**config.mk**
```make
export PLATFORM = sky130hd
export DESIGN_NAME = wake_evt_ctrl
export DESIGN_NICKNAME = d
export VERILOG_FILES = /design/src/rtl/wake_pkg.sv /design/src/rtl/wake_edge_sync.sv /design/src/rtl/wake_w1c_bank.sv /design/src/rtl/wake_evt_ctrl.sv
export SDC_FILE = /design/constraint.sdc
export NUM_CORES = 1
export LEC_CHECK = 0
export ABC_AREA = 1
export BUFFER_PORTS_ARGS = -buffer_cell sky130_fd_sc_hd__buf_2
export CAP_MARGIN = 20
export CELL_PAD_IN_SITES_DETAIL_PLACEMENT = 0
export CELL_PAD_IN_SITES_GLOBAL_PLACEMENT = 2
export CORE_ASPECT_RATIO = 0.8
export CORE_MARGIN = 3
export CORE_UTILIZATION = 26
export DETAILED_ROUTE_END_ITERATION = 8
export PLACE_DENSITY = 0.72
export RECOVER_POWER = 25
export SKIP_LAST_GASP = 1
export SYNTH_ARGS = -nofsm -noshare
export SYNTH_HDL_FRONTEND = slang
export SYNTH_SLANG_ARGS = --single-unit
export TNS_END_PERCENT = 5
```
**constraint.sdc**
```tcl
create_clock -name clk -period 1.1 [get_ports clk]
set_input_delay 0.055 -clock clk [delete_from_list [all_inputs] [get_ports clk]]
set_output_delay 0.055 -clock clk [all_outputs]
set_load 0.02 [all_outputs]
```
**src/rtl/wake_pkg.sv**
```systemverilog
package wake_pkg;
   localparam int REG_W     = 8;
   localparam int BIT_HWM   = 0;
   localparam int BIT_RI2   = 1;
   localparam int BIT_RI1   = 2;
   localparam int BIT_KBD   = 3;
   localparam int BIT_MOUSE = 4;
   localparam int BIT_IR    = 6;
   // implemented wake status bits; 5 and 7 are reserved
   localparam logic [REG_W-1:0] WAKE_IMPL = 8'b0101_1111;

   typedef enum logic [1:0] {
      EDGE_BOTH = 2'd0,
      EDGE_RISE = 2'd1,
      EDGE_FALL = 2'd2
   } edge_mode_e;
endpackage

```
**src/rtl/wake_edge_sync.sv**
```systemverilog
module wake_edge_sync #(
   parameter int unsigned         STAGES = 2,
   parameter wake_pkg::edge_mode_e MODE  = wake_pkg::EDGE_BOTH
) (
   input  logic clk,
   input  logic rst_n,
   input  logic d_i,
   output logic edge_o
);
   // chain_q[STAGES-1] is the synchronized level, chain_q[STAGES] its previous value
   logic [STAGES:0] chain_q;
   logic            cur_lvl;
   logic            prev_lvl;

   if (STAGES < 2) begin : g_bad_stages
      $error("wake_edge_sync: STAGES must be at least 2");
   end

   always_ff @(posedge clk or negedge rst_n) begin
      if (!rst_n) chain_q <= '0;
      else        chain_q <= {chain_q[STAGES-1:0], d_i};
   end

   assign cur_lvl  = chain_q[STAGES-1];
   assign prev_lvl = chain_q[STAGES];

   if (MODE == wake_pkg::EDGE_RISE) begin : g_rise
      assign edge_o = cur_lvl & ~prev_lvl;
   end else if (MODE == wake_pkg::EDGE_FALL) begin : g_fall
      assign edge_o = ~cur_lvl & prev_lvl;
   end else begin : g_both
      assign edge_o = cur_lvl ^ prev_lvl;
   end
endmodule

```
**src/rtl/wake_w1c_bank.sv**
```systemverilog
module wake_w1c_bank #(
   parameter int unsigned      WIDTH = 8,
   parameter logic [WIDTH-1:0] IMPL  = '1
) (
   input  logic             clk,
   input  logic             rst_n,
   input  logic [WIDTH-1:0] set_i,
   input  logic [WIDTH-1:0] clr_i,
   output logic [WIDTH-1:0] q_o
);
   if (WIDTH < 1) begin : g_bad_width
      $error("wake_w1c_bank: WIDTH must be at least 1");
   end

   for (genvar i = 0; i < WIDTH; i++) begin : g_bit
      if (IMPL[i]) begin : g_impl
         logic bit_q;

         always_ff @(posedge clk or negedge rst_n) begin
            if (!rst_n)         bit_q <= 1'b0;
            else if (set_i[i])  bit_q <= 1'b1;  // set beats clear
            else if (clr_i[i])  bit_q <= 1'b0;
         end
         assign q_o[i] = bit_q;

         assert_set_wins_R10: assert property (@(posedge clk) disable iff (!rst_n)
            set_i[i] |=> q_o[i]);
         assert_w1c_clears_R6: assert property (@(posedge clk) disable iff (!rst_n)
            (clr_i[i] && !set_i[i]) |=> !q_o[i]);
         assert_w1c_holds_R6: assert property (@(posedge clk) disable iff (!rst_n)
            (!clr_i[i] && !set_i[i]) |=> (q_o[i] == $past(q_o[i])));
      end else begin : g_rsvd
         logic unused_rsvd;
         assign unused_rsvd = set_i[i] ^ clr_i[i];
         assign q_o[i]      = 1'b0;
      end
   end
endmodule

```
**src/rtl/wake_evt_ctrl.sv**
```systemverilog
module wake_evt_ctrl #(
   parameter int unsigned          ADDR_W      = 3,
   parameter logic [ADDR_W-1:0]    STS_OFS     = 'h0,
   parameter logic [ADDR_W-1:0]    EN_OFS      = 'h2,
   parameter logic [ADDR_W-1:0]    WAKE_OFS    = 'h4,
   parameter int unsigned          SYNC_STAGES = 2,
   parameter wake_pkg::edge_mode_e IR_EDGE     = wake_pkg::EDGE_BOTH
) (
   input  logic              clk,
   input  logic              stby_rst_n,
   input  logic              sys_rst_n,
   input  logic [ADDR_W-1:0] reg_addr,
   input  logic              reg_wr,
   input  logic              reg_rd,
   input  logic [7:0]        reg_wdata,
   output logic [7:0]        reg_rdata,
   input  logic              hwm_evt,
   input  logic              ri2_evt,
   input  logic              ri1_evt,
   input  logic              kbd_evt,
   input  logic              mouse_evt,
   input  logic              ir_rx,
   output logic              pme_n
);
   import wake_pkg::*;

   localparam logic [REG_W-1:0] ZERO_PAD = '0;

   if (ADDR_W < 1) begin : g_bad_addr
      $error("wake_evt_ctrl: ADDR_W must be at least 1");
   end
   if (STS_OFS == EN_OFS || STS_OFS == WAKE_OFS || EN_OFS == WAKE_OFS) begin : g_bad_ofs
      $error("wake_evt_ctrl: register offsets must be distinct");
   end

   logic             ir_edge;
   logic [REG_W-1:0] wake_set;
   logic [REG_W-1:0] wake_clr;
   logic [REG_W-1:0] wake_q;
   logic             any_evt;
   logic             sts_q;
   logic             en_q;
   logic             wr_sts, wr_en, wr_wake;
   logic             pme_n_q;
   logic             bus_rst_n;
   logic [REG_W-1:0] rd_mux;
   logic [REG_W-1:0] rdata_q;

   // infrared line: synchronize, then detect transitions
   wake_edge_sync #(
      .STAGES (SYNC_STAGES),
      .MODE   (IR_EDGE)
   ) u_ir_sync (
      .clk    (clk),
      .rst_n  (stby_rst_n),
      .d_i    (ir_rx),
      .edge_o (ir_edge)
   );

   always_comb begin
      wake_set            = '0;
      wake_set[BIT_HWM]   = hwm_evt;
      wake_set[BIT_RI2]   = ri2_evt;
      wake_set[BIT_RI1]   = ri1_evt;
      wake_set[BIT_KBD]   = kbd_evt;
      wake_set[BIT_MOUSE] = mouse_evt;
      wake_set[BIT_IR]    = ir_edge;
   end
   assign any_evt = |wake_set;

   // register decode
   assign wr_sts  = reg_wr && (reg_addr == STS_OFS);
   assign wr_en   = reg_wr && (reg_addr == EN_OFS);
   assign wr_wake = reg_wr && (reg_addr == WAKE_OFS);
   assign wake_clr = wr_wake ? reg_wdata : '0;

   wake_w1c_bank #(
      .WIDTH (REG_W),
      .IMPL  (WAKE_IMPL)
   ) u_wake_bank (
      .clk   (clk),
      .rst_n (stby_rst_n),
      .set_i (wake_set),
      .clr_i (wake_clr),
      .q_o   (wake_q)
   );

   wake_w1c_bank #(
      .WIDTH (1),
      .IMPL  (1'b1)
   ) u_sts_bank (
      .clk   (clk),
      .rst_n (stby_rst_n),
      .set_i (any_evt),
      .clr_i (wr_sts & reg_wdata[0]),
      .q_o   (sts_q)
   );

   always_ff @(posedge clk or negedge stby_rst_n) begin
      if (!stby_rst_n) en_q <= 1'b0;
      else if (wr_en)  en_q <= reg_wdata[0];
   end

   // event output, standby domain only
   always_ff @(posedge clk or negedge stby_rst_n) begin
      if (!stby_rst_n) pme_n_q <= 1'b1;
      else             pme_n_q <= !(en_q && (sts_q || (|wake_q)));
   end
   assign pme_n = pme_n_q;

   // read path, cleared by either reset
   assign bus_rst_n = stby_rst_n & sys_rst_n;

   always_comb begin
      rd_mux = '0;
      if (reg_addr == STS_OFS)       rd_mux = {ZERO_PAD[REG_W-1:1], sts_q};
      else if (reg_addr == EN_OFS)   rd_mux = {ZERO_PAD[REG_W-1:1], en_q};
      else if (reg_addr == WAKE_OFS) rd_mux = wake_q;
   end

   always_ff @(posedge clk or negedge bus_rst_n) begin
      if (!bus_rst_n)  rdata_q <= '0;
      else if (reg_rd) rdata_q <= rd_mux;
   end
   assign reg_rdata = rdata_q;

   assert_sts_on_event_R5: assert property (@(posedge clk) disable iff (!stby_rst_n)
      any_evt |=> sts_q);
   assert_en_write_R8: assert property (@(posedge clk) disable iff (!stby_rst_n)
      wr_en |=> (en_q == $past(reg_wdata[0])));
   assert_pme_assert_R9: assert property (@(posedge clk) disable iff (!stby_rst_n)
      (en_q && (sts_q || (|wake_q))) |=> !pme_n);
   assert_pme_blocked_R9: assert property (@(posedge clk) disable iff (!stby_rst_n)
      !en_q |=> pme_n);
   assert_rdata_hold_R12: assert property (@(posedge clk) disable iff (!bus_rst_n)
      !reg_rd |=> $stable(reg_rdata));
endmodule

```
==> Yosys cells after proc, flatten, opt, wreduce, memory -nomap -nowiden <==
Index checks and enable logic that the tools add are counted.
{ "totals": {"ff_bits": 20, "input_bits": 22, "out_inout_bits": 9, "elab_cells": 50} }
{ "op_classes": {"eq_ne": 2, "muxes": 18, "bitwise": 3, "reduce_logical": 16} }
{ "ops": {"columns": ["op", "count"], "rows": [
  ["$mux 8", 2],
  ["$mux 1", 14],
  ["$mux 7", 2],
  ["$reduce_bool 2->1", 7],
  ["$reduce_or 6->1", 2],
  ["$logic_and 1x1->1", 4],
  ["$eq 3x2->1 const B", 1],
  ["$eq 3x3->1 const B", 1],
  ["$logic_not 3->1", 1],
  ["$and 1x1->1", 2],
  ["$logic_not 1->1", 1],
  ["$logic_or 1x1->1", 1],
  ["$xor 1x1->1", 1]
]} }

==> Depth between registers and ports, before layout <==
{ "depth": {"ltp_word": 5, "mapped_depth": 6, "depth_no_buf": 6} }

==> Cells and area by module <==
A second synthesis with hierarchy kept.
{ "unflattened": {"hier_cells": 134, "area_unflattened_um2": 997.2} }
{ "by_module_without_submodules": {"columns": ["mod", "instances", "cells_each", "area_per_inst_um2", "seq_area_each_um2"], "rows": [
  ["wake_evt_ctrl", 1, 82, 559.3, 251.5],
  ["wake_w1c_bank (u_wake_bank)", 1, 39, 304.0, 150.1],
  ["wake_edge_sync", 1, 8, 93.8, 75.1],
  ["wake_w1c_bank (u_sts_bank)", 1, 5, 40.0, 25.0]
]} }

==> Worst setup path before layout <==
No wires, ideal clock.
{ "synth_path": {"path_type": "register -> register", "startpoint": "register u_ir_sync.chain_q[2]", "endpoint": "register u_sts_bank.g_bit[0].g_impl.bit_q, in the netlist u_sts_bank.q_o", "t_arrival_ns": 0.708, "t_required_ns": 0.981, "slack_ns": 0.273, "stages_incl_launch_ff": 5, "n_path_buf": 0, "period_less_slack_ns": 0.827, "cell_sequence": "dfrtp_1 xnor2_1 nand2_1 nor2_1 nand2_1"} }
{ "synth_via": {"elab_chain_cells": 3, "elab_cells_between_ends": 4, "classes_between": "mux (1); bitwise (1); reduce/logical (2)"} }
{ "synth_rtl": {"columns": ["element", "line_no", "source"], "rows": [
  ["start: declaration", "wake_edge_sync.sv:11", "logic [STAGES:0] chain_q;"],
  ["start signal: assignment", "wake_edge_sync.sv:21", "else chain_q <= {chain_q[STAGES-1:0], d_i};"],
  ["$xor 1x1->1 (*)", "wake_edge_sync.sv:32", "assign edge_o = cur_lvl ^ prev_lvl;"],
  ["$reduce_or 6->1 (*)", "wake_evt_ctrl.sv:69", "assign any_evt = |wake_set;"],
  ["$mux 1 / $reduce_bool 2->1 (equally long branches)", null, null],
  ["end signal: assignment", "wake_w1c_bank.sv:20", "if (!rst_n) bit_q <= 1'b0;"],
  ["end signal: assignment", "wake_w1c_bank.sv:21", "else if (set_i[i]) bit_q <= 1'b1;"],
  ["end signal: assignment", "wake_w1c_bank.sv:22", "else if (clr_i[i]) bit_q <= 1'b0;"],
  ["end: declaration", "wake_w1c_bank.sv:17", "logic bit_q;"]
]} }
Every way passes the cells marked *; elsewhere a longest branch is shown, timed or not.
A chain may end at the register's enable or synchronous reset.

==> Worst setup path in the final report <==
{ "layout_path": {"startpoint": "register pme_n_q, in the netlist pme_n", "endpoint": "output pme_n"} }
{ "layout_lines": {"columns": ["element", "line_no", "source"], "rows": [
  ["start: declaration", "wake_evt_ctrl.sv:44", "logic pme_n_q;"],
  ["start signal: assignment", "wake_evt_ctrl.sv:107", "else pme_n_q <= !(en_q && (sts_q || (|wake_q)));"],
  ["end: declaration", "wake_evt_ctrl.sv:23", "output logic pme_n"]
]} }
No word-level cell between the ends.

==> key figures <==
Run status
  • Status: finished clean

Clock tree
  • H-tree levels: 1
  • TritonCTS Buffers: 3
  • Clock Path Buffers: 2
  • CTS resizes: 0
  • CTS tree: done
  • Hold-fix buffers at CTS: 4
  • Clock transition at path regs: 0.06 ns
  • Clk Latency, worst-skew pair: 0.25 ns
  • Clk sink count: 18
  • Post-CTS Setup Repair Bufs: 0
  • Root buf cell: clkbuf_8

Pwr
  • Worst vdd ir: approximately 540 µV
  • Leak: 0.583 nW
  • Pwr Density: 1350 mW/mm²

Worst setup path
  • R2R cell count: 4
  • Critical path launch point type: flip-flop
  • CP Capture Type: output pin
  • Reg2reg start: u_ir_sync.chain_q[2]
  • Critical Path, Cell by Cell: buf_2
  • Worst path bufs/invs: 1
  • Slowest CP cell: dfstp_2
  • Reg2Reg Setup Slack: 0.20 ns
  • Worst path max stage delay: roughly 0.52 ns
  • Worst r2r dst: u_sts_bank.q_o
  • Worst-path fanout max: 1
  • Crit path DAT: 0.92 ns
  • Crit-path leading delay family: flip-flops
  • Worst setup path class: flip-flop to output pin
  • Worst Path Required: 1.04 ns

Finish
  • Area occupied by multi-input gates: ~300 µm²
  • Area Overhead vs Synth: 32.9%
  • Final non-filler cell total: about 170
  • Most common cell after layout, fill and taps aside: nand2_1
  • Share of cells above drive strength 1: 0.258
  • Ant. Diodes: 0
  • Sequential cell area: around 450 µm²
  • Most frequent cells in the layout: 37 x nand2_1, 25 x buf_2, 17 x dfrtp_1, 13 x inv_1, 6 x o21ai_1
  • Final instance area: about 0.0011 mm²
  • Fillers: approximately 320
  • Nets: around 150
  • Fin util: 0.374

Floorplan
  • Die Area: ~0.0038 mm²
  • Row count: 17
  • Die X: 68.1 µm
  • CORE AREA: about 0.0029 mm²
  • Die H: 55.7 µm
  • Initial Utilization: 0.282
  • Num ports: 31

Detailed routing
  • Average wire per standard cell: approximately 9.7 µm
  • Drt pass-1 iters: 4
  • Number of remaining DRC errors: 0
  • Antenna viol nets, final: 0
  • DR iter-0 viols: 15
  • Via count: between 600 and 700
  • Vias per inst: between 4 and 5
  • Post-Route WL: approximately 1600 µm

Synth
  • Syn Inst Count: 94
  • XOR/XNOR share of the synthesized area: 0.0109
  • Synth Area in Compound Gates: 0.0561
  • Post-synthesis mux area share: 0
  • Mapped Area: 803 µm²
  • Synth warn: 0
  • Post-synthesis cell type count: 15
  • Avg Inst Size Synth: about 8.5 µm²
  • Main combinational cell family by area after synthesis: simple AND/OR/NAND/NOR gates
  • Adder-cell share of the synthesized area: 0
  • Synthesized flop and latch total: 18
  • Post-Synth Simple-Gate Area: 0.287
  • Seq/Total Area, Yosys: 0.562

Global routing
  • Vias in the first global route: between 600 and 700
  • Global-route wire length before repair: around 2700 µm
  • Initial antenna violation count: 0
  • GRT Overall Usage: 0.0965
  • Pin count of the biggest net entering global routing: 11
  • Gr ovfl total: 0

Worst hold path
  • Class of the worst hold path: input port to flip-flop
  • Worst Hold Endpoint: u_wake_bank.g_bit[4].g_impl.bit_q
  • Hold Crit Depth: 3
  • Hold Crit Start: mouse_evt

STA
  • Unrepaired setup endpoints after global routing: no
  • Clock Skews: between 0.001 and 0.0015 ns
  • Fin crit share: 0.885
  • Final setup margin: 0.126 ns
  • FMAX: 1030 MHz
  • Final number of max-transition violations: 0
  • Fin crit period: slightly below 1 ns
  • Count of final setup violators: 0
  • Final hold violations: 0
  • Setup TNS: 0 ns

Flow run
  • Max-cap violations: 0

Placement
  • Placed cells: approximately 160
  • Port bufs: 26
  • Final RePlAce weighted congestion: around 0.7
  • Post-Place Setup Slack: 0.191 ns
  • Post-DP HPWL: 1360 µm
  • Placed cell areas: around 980 µm²
-- cell type report --
class	instances	area share
sequential	18	0.423
multi-input combinational	62	0.273
timing repair buffer	31	0.162
clock buffer	4	0.0516
inverter	13	0.0457
tap	38	0.0445
-- per-stage QoR --
stage	hold WS (ns)	total power, mW
after floorplan	-0.241	0.841
final	0.00396	1.44
after global routing	0.00310	1.54
after CTS	0.00110	1.47
after global placement	-0.105	0.926
after detailed placement	-0.104	0.927
-- metal layers --
| layer | up-vias | routed length, µm | global-route usage |
|---|---|---|---|
| met2 | 28 | 673 | 0.135 |
| li1 | 351 | - | - |
| met1 | 287 | 775 | 0.134 |
| met3 | 0 | 158 | 0.0505 |
| met5 | - | 0 | 0 |
| met4 | 0 | 0 | 0.0170 |
-- how the worst max path moves through the flow --
stage	start	to	slack (ns)	cells past startpoint
6_report	pme_n	pme_n	0.13	1
5_1_grt	pme_n	pme_n	0.09	1
4_1_cts	pme_n	pme_n	0.12	1
3_5_place_dp	u_ir_sync.chain_q[2]	u_sts_bank.q_o	0.19	4
3_3_place_gp	u_ir_sync.chain_q[1]	u_sts_bank.q_o	0.21	4
2_1_floorplan	u_ir_sync.chain_q[2]	u_sts_bank.q_o	0.27	4
-- kinds of logic (layout without fill, tap and decap cells) --
kind of cell / Yosys count / in the layout
AOI/OAI and AO/OA: 9 / 9
xor gates and xnor gates: 1 / 1
buffers and inverters: 15 / 48
DFF: 18 / 18
other: 1 / 2
and+or+nand+nor: 50 / 50
-- tightest hold or removal path, stage by stage --
cell	delay, ns
buf_2	0.07
inv_1	0.04
nand2_1	0.05
-- report_power, final --
group / total [mW] / switching (mW) / internal [mW] / leakage [nW]
Combinational: 0.193 / 0.117 / 0.0758 / 0.353
Clock: 0.519 / 0.202 / 0.317 / 0.0288
Sequential: 0.725 / 0.0201 / 0.705 / 0.201
-- cell usage after synthesis --
library cell / count / area, µm²
o21ai_1: 6 / 30.0
buf_4: 2 / 15.0
dfrtp_1: 17 / 425
inv_1: 13 / 48.8
nor2_1: 4 / 15.0
nand3_1: 3 / 15.0
o21ai_0: 3 / 15.0
dfstp_2: 1 / 26.3
conb_1: 1 / 3.75
nor2_8: 1 / 20.0
xnor2_1: 1 / 8.76
nand4_1: 3 / 18.8
nand2_1: 37 / 139
nand2_4: 1 / 11.3
nor2_4: 1 / 11.3
-- flip-flops by register name, summed over array words and instances, names as in the netlist --
register	count
u_sts_bank.q_o	1
pme_n	1
reg_rdata	6
en_q	1
u_ir_sync.chain_q	3
u_wake_bank.g_bit.g_impl.bit_q	6
(Power assumes the default switching activity.)
